[config.mk]
export PLATFORM = sky130hd
export DESIGN_NAME = fci_top
export DESIGN_NICKNAME = d
export VERILOG_FILES = /design/src/rtl/fci_pkg.sv /design/src/rtl/fci_timer.sv /design/src/rtl/fci_array.sv /design/src/rtl/fci_ctrl.sv /design/src/rtl/fci_top.sv
export SDC_FILE = /design/constraint.sdc
export NUM_CORES = 1
export LEC_CHECK = 0
export BUFFER_PORTS_ARGS = -buffer_cell sky130_fd_sc_hd__buf_2
export CORE_MARGIN = 5
export CORE_UTILIZATION = 40
export DETAILED_ROUTE_END_ITERATION = 8
export PLACE_DENSITY = 0.56
export SYNTH_ARGS = -nofsm -noshare
export SYNTH_HDL_FRONTEND = slang
export SYNTH_SLANG_ARGS = --single-unit
export TNS_END_PERCENT = 5
[constraint.sdc]
create_clock -name clk -period 5.1 [get_ports clk]
set_input_delay 0.51 -clock clk [delete_from_list [all_inputs] [get_ports clk]]
set_output_delay 0.51 -clock clk [all_outputs]
set_load 0.03 [all_outputs]
[src/rtl/fci_pkg.sv]
package fci_pkg;
  localparam int DW = 8;

  localparam logic [DW-1:0] C_ARRAY   = 8'hFF;
  localparam logic [DW-1:0] C_IDENT   = 8'h90;
  localparam logic [DW-1:0] C_QUERY   = 8'h98;
  localparam logic [DW-1:0] C_STATUS  = 8'h70;
  localparam logic [DW-1:0] C_CLEAR   = 8'h50;
  localparam logic [DW-1:0] C_ERASE   = 8'h20;
  localparam logic [DW-1:0] C_PROG    = 8'h40;
  localparam logic [DW-1:0] C_LOCK    = 8'h60;
  localparam logic [DW-1:0] C_LOCKSET = 8'h01;
  localparam logic [DW-1:0] C_CONFIRM = 8'hD0;
  localparam logic [DW-1:0] C_SUSP    = 8'hB0;

  typedef enum logic [1:0] {RM_ARRAY, RM_IDENT, RM_QUERY, RM_STATUS} rmode_t;
  typedef enum logic [1:0] {PD_NONE, PD_ERASE, PD_PROG, PD_LOCK} pend_t;
  typedef enum logic [1:0] {EK_ERASE, EK_LOCKSET, EK_LOCKCLR} ekind_t;
endpackage

[src/rtl/fci_timer.sv]
module fci_timer #(
  parameter int LIMIT = 8
) (
  input  logic clk,
  input  logic rst_n,
  input  logic clr,
  input  logic run,
  output logic done
);
  localparam int CW = (LIMIT < 2) ? 1 : $clog2(LIMIT);
  logic [CW-1:0] cnt;

  assign done = run && (cnt == CW'(LIMIT - 1));

  always_ff @(posedge clk or negedge rst_n) begin
    if (!rst_n)      cnt <= '0;
    else if (clr)    cnt <= '0;
    else if (done)   cnt <= '0;
    else if (run)    cnt <= cnt + 1'b1;
  end

  // the frozen count of a suspended operation never passes its limit
  a_r11_cnt_bound: assert property (@(posedge clk) disable iff (!rst_n)
    cnt <= CW'(LIMIT - 1));
endmodule

[src/rtl/fci_array.sv]
module fci_array #(
  parameter int ADDR_W = 6,
  parameter int BLK_W  = 2
) (
  input  logic              clk,
  input  logic              rst_n,
  input  logic              prog_en,
  input  logic [ADDR_W-1:0] prog_addr,
  input  logic [7:0]        prog_data,
  input  logic              erase_en,
  input  logic              lock_set,
  input  logic              lock_clr,
  input  logic [BLK_W-1:0]  op_blk,
  input  logic [ADDR_W-1:0] rd_addr,
  output logic [7:0]        rd_data,
  output logic [(1<<BLK_W)-1:0] lock_bits
);
  localparam int DEPTH = 1 << ADDR_W;
  localparam int WPB   = 1 << (ADDR_W - BLK_W);

  logic [7:0] mem [DEPTH];

  always_ff @(posedge clk) begin
    if (prog_en) mem[prog_addr] <= mem[prog_addr] & prog_data;
    if (erase_en)
      for (int i = 0; i < DEPTH; i++)
        if ((i / WPB) == int'(op_blk)) mem[i] <= 8'hFF;
  end

  always_ff @(posedge clk or negedge rst_n) begin
    if (!rst_n)        lock_bits <= '0;
    else if (lock_clr) lock_bits <= '0;
    else if (lock_set) lock_bits[op_blk] <= 1'b1;
  end

  assign rd_data = mem[rd_addr];
endmodule

[src/rtl/fci_ctrl.sv]
module fci_ctrl
  import fci_pkg::*;
#(
  parameter int ADDR_W    = 6,
  parameter int BLK_W     = 2,
  parameter int PROG_CYC  = 8,
  parameter int ERASE_CYC = 24
) (
  input  logic              clk,
  input  logic              rst_n,
  input  logic              rp_n,
  input  logic              vpp_ok,
  input  logic              wr,
  input  logic [ADDR_W-1:0] waddr,
  input  logic [7:0]        wdata,
  input  logic [(1<<BLK_W)-1:0] lock_bits,
  output rmode_t            mode,
  output logic [7:0]        status,
  output logic              running,
  output logic              arr_prog,
  output logic              arr_erase,
  output logic              arr_lset,
  output logic              arr_lclr,
  output logic [ADDR_W-1:0] p_addr,
  output logic [7:0]        p_data,
  output logic [BLK_W-1:0]  e_blk
);
  pend_t      pend;
  ekind_t     ekind;
  logic       erase_run, erase_act, prog_run, prog_act;
  logic [6:0] sflags;
  logic       e_done, p_done, e_locked, p_locked;

  fci_timer #(.LIMIT(ERASE_CYC)) u_etmr (.clk(clk), .rst_n(rst_n),
    .clr(!rp_n || !erase_act), .run(erase_run), .done(e_done));
  fci_timer #(.LIMIT(PROG_CYC)) u_ptmr (.clk(clk), .rst_n(rst_n),
    .clr(!rp_n || !prog_act), .run(prog_run), .done(p_done));

  assign running  = erase_run || prog_run;
  assign status   = {!running, sflags};
  assign e_locked = lock_bits[e_blk];
  assign p_locked = lock_bits[p_addr[ADDR_W-1 -: BLK_W]];
  assign arr_prog  = rp_n && p_done && vpp_ok && !p_locked;
  assign arr_erase = rp_n && e_done && vpp_ok && ekind == EK_ERASE && !e_locked;
  assign arr_lset  = rp_n && e_done && vpp_ok && ekind == EK_LOCKSET;
  assign arr_lclr  = rp_n && e_done && vpp_ok && ekind == EK_LOCKCLR;

  always_ff @(posedge clk or negedge rst_n) begin
    if (!rst_n) begin
      mode <= RM_ARRAY; pend <= PD_NONE; ekind <= EK_ERASE; sflags <= '0;
      erase_run <= 1'b0; erase_act <= 1'b0; prog_run <= 1'b0; prog_act <= 1'b0;
      p_addr <= '0; p_data <= '0; e_blk <= '0;
    end else if (!rp_n) begin
      mode <= RM_ARRAY; pend <= PD_NONE; sflags <= '0;
      erase_run <= 1'b0; erase_act <= 1'b0; prog_run <= 1'b0; prog_act <= 1'b0;
    end else begin
      if (e_done) begin
        erase_run <= 1'b0; erase_act <= 1'b0;
        if (!vpp_ok) begin
          sflags[3] <= 1'b1; sflags[5] <= 1'b1;
          if (ekind != EK_ERASE) sflags[4] <= 1'b1;
        end else if (ekind == EK_ERASE && e_locked) begin
          sflags[5] <= 1'b1; sflags[1] <= 1'b1;
        end
      end
      if (p_done) begin
        prog_run <= 1'b0; prog_act <= 1'b0;
        if (!vpp_ok) begin
          sflags[3] <= 1'b1; sflags[4] <= 1'b1;
        end else if (p_locked) begin
          sflags[4] <= 1'b1; sflags[1] <= 1'b1;
        end
      end
      if (wr) begin
        case (pend)
          PD_ERASE: begin
            pend <= PD_NONE;
            if (wdata == C_CONFIRM) begin
              erase_run <= 1'b1; erase_act <= 1'b1; ekind <= EK_ERASE;
              e_blk <= waddr[ADDR_W-1 -: BLK_W];
            end else begin
              sflags[5] <= 1'b1; sflags[4] <= 1'b1;
            end
          end
          PD_LOCK: begin
            pend <= PD_NONE;
            if (wdata == C_LOCKSET || wdata == C_CONFIRM) begin
              erase_run <= 1'b1; erase_act <= 1'b1;
              ekind <= (wdata == C_LOCKSET) ? EK_LOCKSET : EK_LOCKCLR;
              e_blk <= waddr[ADDR_W-1 -: BLK_W];
            end else begin
              sflags[5] <= 1'b1; sflags[4] <= 1'b1;
            end
          end
          PD_PROG: begin
            pend <= PD_NONE; prog_run <= 1'b1; prog_act <= 1'b1;
            p_addr <= waddr; p_data <= wdata;
          end
          default: begin
            if (wdata == C_STATUS) mode <= RM_STATUS;
            else if (wdata == C_SUSP) begin
              if (prog_run && !p_done) begin
                prog_run <= 1'b0; sflags[2] <= 1'b1; mode <= RM_STATUS;
              end else if (erase_run && !e_done && ekind == EK_ERASE) begin
                erase_run <= 1'b0; sflags[6] <= 1'b1; mode <= RM_STATUS;
              end
            end else if (!running) begin
              case (wdata)
                C_ARRAY: mode <= RM_ARRAY;
                C_IDENT: mode <= RM_IDENT;
                C_QUERY: mode <= RM_QUERY;
                C_CLEAR: begin
                  sflags[5] <= 1'b0; sflags[4] <= 1'b0;
                  sflags[3] <= 1'b0; sflags[1] <= 1'b0;
                end
                C_ERASE: if (!erase_act) begin pend <= PD_ERASE; mode <= RM_STATUS; end
                C_LOCK:  if (!erase_act) begin pend <= PD_LOCK;  mode <= RM_STATUS; end
                C_PROG:  if (!prog_act)  begin pend <= PD_PROG;  mode <= RM_STATUS; end
                C_CONFIRM: begin
                  if (prog_act) begin
                    prog_run <= 1'b1; sflags[2] <= 1'b0; mode <= RM_STATUS;
                  end else if (erase_act) begin
                    erase_run <= 1'b1; sflags[6] <= 1'b0; mode <= RM_STATUS;
                  end
                end
                default: ;
              endcase
            end
          end
        endcase
      end
    end
  end

  // the reset/power-down input returns the controller to its start state
  a_r1_reset_state: assert property (@(posedge clk) disable iff (!rst_n)
    !rp_n |=> (status == 8'h80 && mode == RM_ARRAY));
  // a wrong erase confirm reports both error bits in status mode
  a_r8_bad_confirm: assert property (@(posedge clk) disable iff (!rst_n)
    (wr && pend == PD_ERASE && wdata != C_CONFIRM) |=>
      (status[5:4] == 2'b11 && mode == RM_STATUS && !erase_run));
  // suspending an erase makes the device ready at once
  a_r11_erase_susp: assert property (@(posedge clk) disable iff (!rst_n)
    (wr && pend == PD_NONE && wdata == C_SUSP && erase_run && !e_done &&
     ekind == EK_ERASE) |=> (!erase_run && status[7] && status[6]));
  // program and erase never run together
  a_r12_single_run: assert property (@(posedge clk) disable iff (!rst_n)
    !(erase_run && prog_run));
  // a running program continues unless suspended or reset
  a_r13_continue: assert property (@(posedge clk) disable iff (!rst_n)
    (rp_n && prog_run && !p_done && !(wr && wdata == C_SUSP)) |=> prog_run);
endmodule

[src/rtl/fci_top.sv]
module fci_top
  import fci_pkg::*;
#(
  parameter int ADDR_W    = 6,
  parameter int BLK_W     = 2,
  parameter int PROG_CYC  = 8,
  parameter int ERASE_CYC = 24,
  parameter logic [7:0] MFR_ID = 8'hA5,
  parameter logic [7:0] DEV_ID = 8'h3C
) (
  input  logic              clk,
  input  logic              rst_n,
  input  logic              rp_n,
  input  logic              vpp_ok,
  input  logic              ce0_n,
  input  logic              ce1_n,
  input  logic              oe_n,
  input  logic              we_n,
  input  logic [ADDR_W-1:0] addr,
  input  logic [7:0]        wdata,
  output logic [7:0]        dq_out,
  output logic              dq_en,
  output logic              ready
);
  localparam int NBLK = 1 << BLK_W;

  rmode_t            mode;
  logic [7:0]        status, arr_q, rd_val, p_data;
  logic [NBLK-1:0]   lock_bits;
  logic [ADDR_W-1:0] p_addr;
  logic [BLK_W-1:0]  e_blk;
  logic              wr, running, arr_prog, arr_erase, arr_lset, arr_lclr;

  assign wr = rp_n && !ce0_n && !ce1_n && !we_n;

  fci_ctrl #(.ADDR_W(ADDR_W), .BLK_W(BLK_W), .PROG_CYC(PROG_CYC),
             .ERASE_CYC(ERASE_CYC)) u_ctrl (
    .clk(clk), .rst_n(rst_n), .rp_n(rp_n), .vpp_ok(vpp_ok), .wr(wr),
    .waddr(addr), .wdata(wdata), .lock_bits(lock_bits), .mode(mode),
    .status(status), .running(running), .arr_prog(arr_prog),
    .arr_erase(arr_erase), .arr_lset(arr_lset), .arr_lclr(arr_lclr),
    .p_addr(p_addr), .p_data(p_data), .e_blk(e_blk));

  fci_array #(.ADDR_W(ADDR_W), .BLK_W(BLK_W)) u_array (
    .clk(clk), .rst_n(rst_n), .prog_en(arr_prog), .prog_addr(p_addr),
    .prog_data(p_data), .erase_en(arr_erase), .lock_set(arr_lset),
    .lock_clr(arr_lclr), .op_blk(e_blk), .rd_addr(addr), .rd_data(arr_q),
    .lock_bits(lock_bits));

  always_comb begin
    rd_val = '0;
    case (mode)
      RM_ARRAY:  rd_val = arr_q;
      RM_STATUS: rd_val = status;
      RM_IDENT:
        case (addr[1:0])
          2'd0: rd_val = MFR_ID;
          2'd1: rd_val = DEV_ID;
          2'd2: rd_val = {7'd0, lock_bits[addr[ADDR_W-1 -: BLK_W]]};
          default: rd_val = '0;
        endcase
      default:
        case (addr[1:0])
          2'd0: rd_val = 8'h51;
          2'd1: rd_val = 8'h52;
          2'd2: rd_val = 8'h59;
          default: rd_val = '0;
        endcase
    endcase
  end

  assign dq_en  = rp_n && !ce0_n && !ce1_n && !oe_n && we_n;
  assign dq_out = dq_en ? rd_val : '0;
  assign ready  = rp_n && !running;

  // the array and lock bits change only with a valid programming voltage
  a_r9_vpp_guard: assert property (@(posedge clk) disable iff (!rst_n)
    (arr_prog || arr_erase || arr_lset || arr_lclr) |-> (vpp_ok && rp_n));
endmodule

## Yosys cells after proc, flatten, opt, wreduce, memory -nomap -nowiden

Memory sizes are Yosys's and may differ from the RTL's.
Index checks and enable logic that the tools add are counted.

| operators by class | value |
|---|---|
| add/sub/neg operators | 2 |
| order comparisons | 4 |
| equality and inequality tests | 51 |
| muxes and demuxes | 280 |
| bitwise operators | 2 |
| reductions and logical operators | 104 |

Operator list:

| kind | number |
|---|---|
| 8-bit two-way mux | 49 |
| 8-bit OR reduction | 48 |
| 6-bit two-way mux | 52 |
| 1-bit two-way mux | 123 |
| 2-bit two-way mux | 29 |
| 8-bit one-hot mux with 3 select lines | 2 |
| 8-bit == test (second input constant) | 5 |
| 8-bit by 7-bit == test with 1-bit output (second input constant) | 4 |
| 3-bit inequality test (second input constant) | 8 |
| 1-bit logical AND | 22 |
| 3-bit two-way mux | 7 |
| 7-bit one-hot mux with 3 select lines | 1 |
| 4-bit inequality test (second input constant) | 4 |
| 8-bit AND reduction | 2 |
| 5-bit two-way mux | 3 |
| 1-bit zero test | 12 |
| 2-bit one-hot mux with 3 select lines | 2 |
| 2-bit one-hot mux with 6 select lines | 1 |
| 2-bit == test (second input constant) | 5 |
| 5-bit inequality test (second input constant) | 2 |
| 2-bit by 3-bit less-than comparator with 1-bit output (second input constant) | 3 |
| 3-bit by 1-bit inequality test with 1-bit output (second input constant) | 3 |
| 9-bit by 2-bit inequality test with 1-bit output (second input constant) | 1 |
| 9-bit AND reduction | 1 |
| other kinds (32) | 54 |

| word-level totals | value |
|---|---|
| bits in registers | 44 |
| RAM bits | 512 |
| input bits | 22 |
| output and inout bits | 10 |
| logic and storage cells | 460 |
| memories | 1 |

Memories:

| memory | words | bits a word | rd ports | clocked after Yosys merged registers in | write ports | line | RTL |
|---|---|---|---|---|---|---|---|
| u_array.mem | 64 | 8 | 2 | 0 | 17 | fci_array.sv:21 | `logic [7:0] mem [DEPTH];` |

## Longest topological paths before layout

| depth | value |
|---|---|
| word-level depth | 17 |
| mapped depth | 14 |

## Cells and area by module

Synthesis repeated with hierarchy kept, for this count alone.

| second synthesis, totals | value |
|---|---|
| cell total of the unflattened synthesis | 2860 |
| area total of the unflattened synthesis | 28924.0 µm² |

By module, submodules not included:

| module | times used | cells an instance | area an instance (µm²) |
|---|---|---|---|
| fci_array | 1 | 2576 | 26316.5 |
| fci_ctrl | 1 | 191 | 1836.8 |
| fci_top | 1 | 56 | 365.4 |
| fci_timer (u_ctrl.u_etmr) | 1 | 24 | 242.7 |
| fci_timer (u_ctrl.u_ptmr) | 1 | 13 | 162.7 |

## Worst setup path before layout

Ideal clock, no wire load.

| path | value |
|---|---|
| path kind | in2out |
| start point | input addr[0] |
| end point | output dq_out[5] |
| arrival time | 3.052 ns |
| setup slack | 1.538 ns |
| cell stages on the path | 10 |
| path buffers | 4 |
| path through | buf_2 > buf_2 > clkbuf_1 > clkbuf_1 > a21oi_1 > o21ai_0 > a21oi_1 > a211oi_1 > a21oi_1 > o21ai_0 |

| between the ends | value |
|---|---|
| word-level cells in the longest chain between the ends | 4 |
| elaborated cells between the ends (all ways) | 7 |
| those cells by class | eq/ne: 2; mux: 3; reduce/logical: 1; memory: 1 |

Ends and longest elaborated chain:

| element | line | RTL |
|---|---|---|
| start: declaration | fci_top.sv:19 | `input logic [ADDR_W-1:0] addr,` |
| parallel branches: the longest is 2 deep, another holds memory read 64 x 8 bit | - |  |
| 8-bit one-hot mux with 3 select lines * | fci_top.sv:52 | `case (mode)` |
| 8-bit two-way mux * | fci_top.sv:73 | `assign dq_out = dq_en ? rd_val : '0;` |
| end: declaration | fci_top.sv:21 | `output logic [7:0] dq_out,` |

Every way passes the cells marked *.

==> results.toml <==
[status]
status = "finished with violations"
violations = "max-capacitance violations, max-slew violations"

[grt]
track_usage = 0.274
grt_max_degree = 96
antenna_found_initial = 1
grt_pass1_vias = 23600
grt_pass1_wl_um = 162000
overflow = 0

[final_layout]
fillers = 6836
mostFrequentLayoutCell = "nand2_1"
multi_input_area_um2 = 15900
nets = 2862
layout_common_cells = "nand2_1 (524), dfxtp_1 (512), o211ai_1 (302), a21oi_1 (191), o21ai_0 (176)"
regArea_um2 = 11400
drive_gt1_frac = 0.199
antenna_cells = 0
areaGrowthSynthToFinish_pct = 10.2

[detailed_routing]
first_pass_iters = 6
via_per_inst = 6.54
drtIter0Drc = 3469
wl_um = 110000
wire_per_inst_um = 28.7
drc = 0
vias = 25100
drtAntennaViolNets = 0

[floorplan]
die_area_um2 = 77300
coreArea_um2 = 71400
num_io_pins = 32
start_util = 0.403
rows = 98
die_h_um = 278
die_w_um = 278

[clock_network]
cts.htree.levels = 3
cts_buffers = 66
clk_pin_slew_ns = 0.06
post_cts_resized = 0
clk_latency_ns = 0.63
clock_path_buffers = 3
cts.sinks = 556
cts-root-buf = "clkbuf_16"
cts_tree = "done"
cts_setup_buffers = 0
postCtsHoldBufs = 0

[yosys]
async_reset_ff_frac = 0.0791
synth-seq-cells = 556
synthDistinctLibCells = 79
synthFlopType = "dfxtp_1"
syn_avg_cell_area_um2 = 9.83
ys_seq_area_frac = 0.395
syn_area_um2 = 28700
syn_nets = 2948
postSynthCellCount = 2923
synth_edf_count = 0
yosysWarnings = 0

[sta]
rsz0062_at_grt = "no"
fmax_mhz = 228
hold_viol = 0
tightestPinTransition_ns = 1.51
tns_ns = 0
skew_ns = 0.0331
relSlewSlack = -0.0108
setup_viol = 0
finalCriticalPeriod_ns = 4.39
slew_violations = 18
post-route-period-util = 0.861

[worst_setup_path]
slowest_stage = "and2_1"
cp_cell_sequence = "buf_4 > and2_1 > buf_4 > a22oi_1 > nand3_1 > nand3_1 > o41ai_4 > buf_4 > o21ai_0"
worstSetupPathType = "register to register"
worstPathMaxFanout = 48
reg2reg_slack_ns = 0.71
end_kind = "register"
startpoint_type = "register"
critPathMostFrequentCell = "buf_4"
required_ns = 5.56
critPathMaxStageDelay_ns = 0.92
cp_data_arrival_time_ns = 4.85
crit_buf_inv = 3
cp_top_family = "simple AND/OR/NAND/NOR gates"

[placed_design]
gp_congestion = 0.943
numPortBuffers = 31
dp_hpwl_um = 73600

[worst_hold_path]
hold_path_class = "primary input to asynchronous set/reset pin"

[power]
p_leak_nw = 10.8
p_per_area_nw_per_um2 = 290
vdd_ir_drop_max_mv = 0.228
power_w = 0.00920

[run]
drv_cap = 1
-- power breakdown --
| part | internal [W] | switching, W |
|---|---|---|
| clock | 0.00270 | 0.00193 |
| combinational | 0.0000804 | 0.000145 |
| sequential | 0.00435 | 0.0000000340 |
| total | 0.00713 | 0.00207 |
-- per-stage QoR --
| stage | area, µm² | hold WS, ns | std cells | utilization | worst slack, ns |
|---|---|---|---|---|---|
| after floorplan | 28700 | 0.214 | 2923 | - | 1.54 |
| after global placement | 29600 | 0.467 | 3719 | 0.415 | 0.972 |
| after detailed placement | 29600 | 0.480 | 3719 | 0.415 | 0.943 |
| after CTS | 31700 | 0.0851 | 3834 | 0.444 | 0.923 |
| after global routing | 31700 | 0.150 | 3834 | 0.444 | 0.726 |
| final | 31700 | 0.0694 | 3834 | 0.444 | 0.710 |
-- layer usage --
| metal | vias up | routed length [µm] | track usage | share of wire |
|---|---|---|---|---|
| met5 | - | 0 | 0 | 0 |
| met4 | 0 | 6190 | 0.136 | 0.056 |
| li1 | 11000 | - | - | - |
| met1 | 12300 | 43300 | 0.365 | 0.39 |
| met3 | 316 | 11800 | 0.0725 | 0.11 |
| met2 | 1463 | 48600 | 0.415 | 0.44 |
-- worst register-to-register path, stage by stage, from the launching register on --
cell     delay, ns
dfrtp_4       0.80
buf_4         0.46
and2_1        0.92
buf_4         0.35
a22oi_1       0.12
nand3_1       0.23
nand3_1       0.26
o41ai_4       0.35
buf_4         0.50
o21ai_0       0.24
-- synth_stat cells (all sizes together) (37+ instances only) --
cell type / count / share of area
a21oi: 191 / 0.033
a221oi: 54 / 0.016
a22oi: 37 / 0.0097
buf: 133 / 0.032
clkbuf: 163 / 0.021
dfrtp: 44 / 0.038
dfxtp: 512 / 0.36
mux2: 53 / 0.021
mux2i: 112 / 0.039
mux4: 175 / 0.14
nand2: 529 / 0.069
nor2: 66 / 0.0087
o211ai: 378 / 0.11
o21ai: 200 / 0.035
-- final timing paths --
kind,startpoint,endpoint,cells after the start
min,rst_n,u_ctrl.p_data[3],1
max,u_ctrl.p_addr[1],u_array.mem[8][1],9
max reg2reg,u_ctrl.p_addr[1],u_array.mem[8][1],9
min in group clk,wdata[2],u_ctrl.p_data[2],2
min reg2reg,u_array.mem[11][4],u_array.mem[11][4],2
max in group asynchronous,rst_n,u_ctrl.p_addr[0],1
-- cell families (layout without fill, tap and decap cells) --
logic type               after synthesis  after routing  share of synthesized area
multiplexers                         340            340                      0.197
adder cells (fa/ha/maj)                3              3                    0.00131
flip-flops                           556            556                      0.395
XOR/XNOR                               4              4                    0.00122
AND/OR/NAND/NOR                      719            719                      0.105
AO/OA/AOI/OAI                        993            993                      0.246
buffers and inverters                308            269                     0.0550
-- registers in the layout (all words and copies together) (netlist names) --
register,count
u_ctrl.erase_act,1
u_ctrl.prog_run,1
u_ctrl.p_data,8
u_ctrl.mode,2
u_ctrl.u_etmr.cnt,5
u_ctrl.erase_run,1
u_ctrl.sflags,6
u_ctrl.prog_act,1
u_array.mem,512
u_ctrl.p_addr,6
u_array.lock_bits,4
u_ctrl.u_ptmr.cnt,3
u_ctrl.pend,2
u_ctrl.ekind,2
u_ctrl.e_blk,2
-- layout make-up --
class | instances | share of cell area
flip-flops and latches | 556 | 0.359
clock inverters | 12 | 0.00399
clock buffers | 103 | 0.0619
multi-input cells | 2059 | 0.502
repair buffers | 142 | 0.0344
well taps | 950 | 0.0375
inverters | 12 | 0.00142
Note: power is estimated with default switching activity, not from simulation.
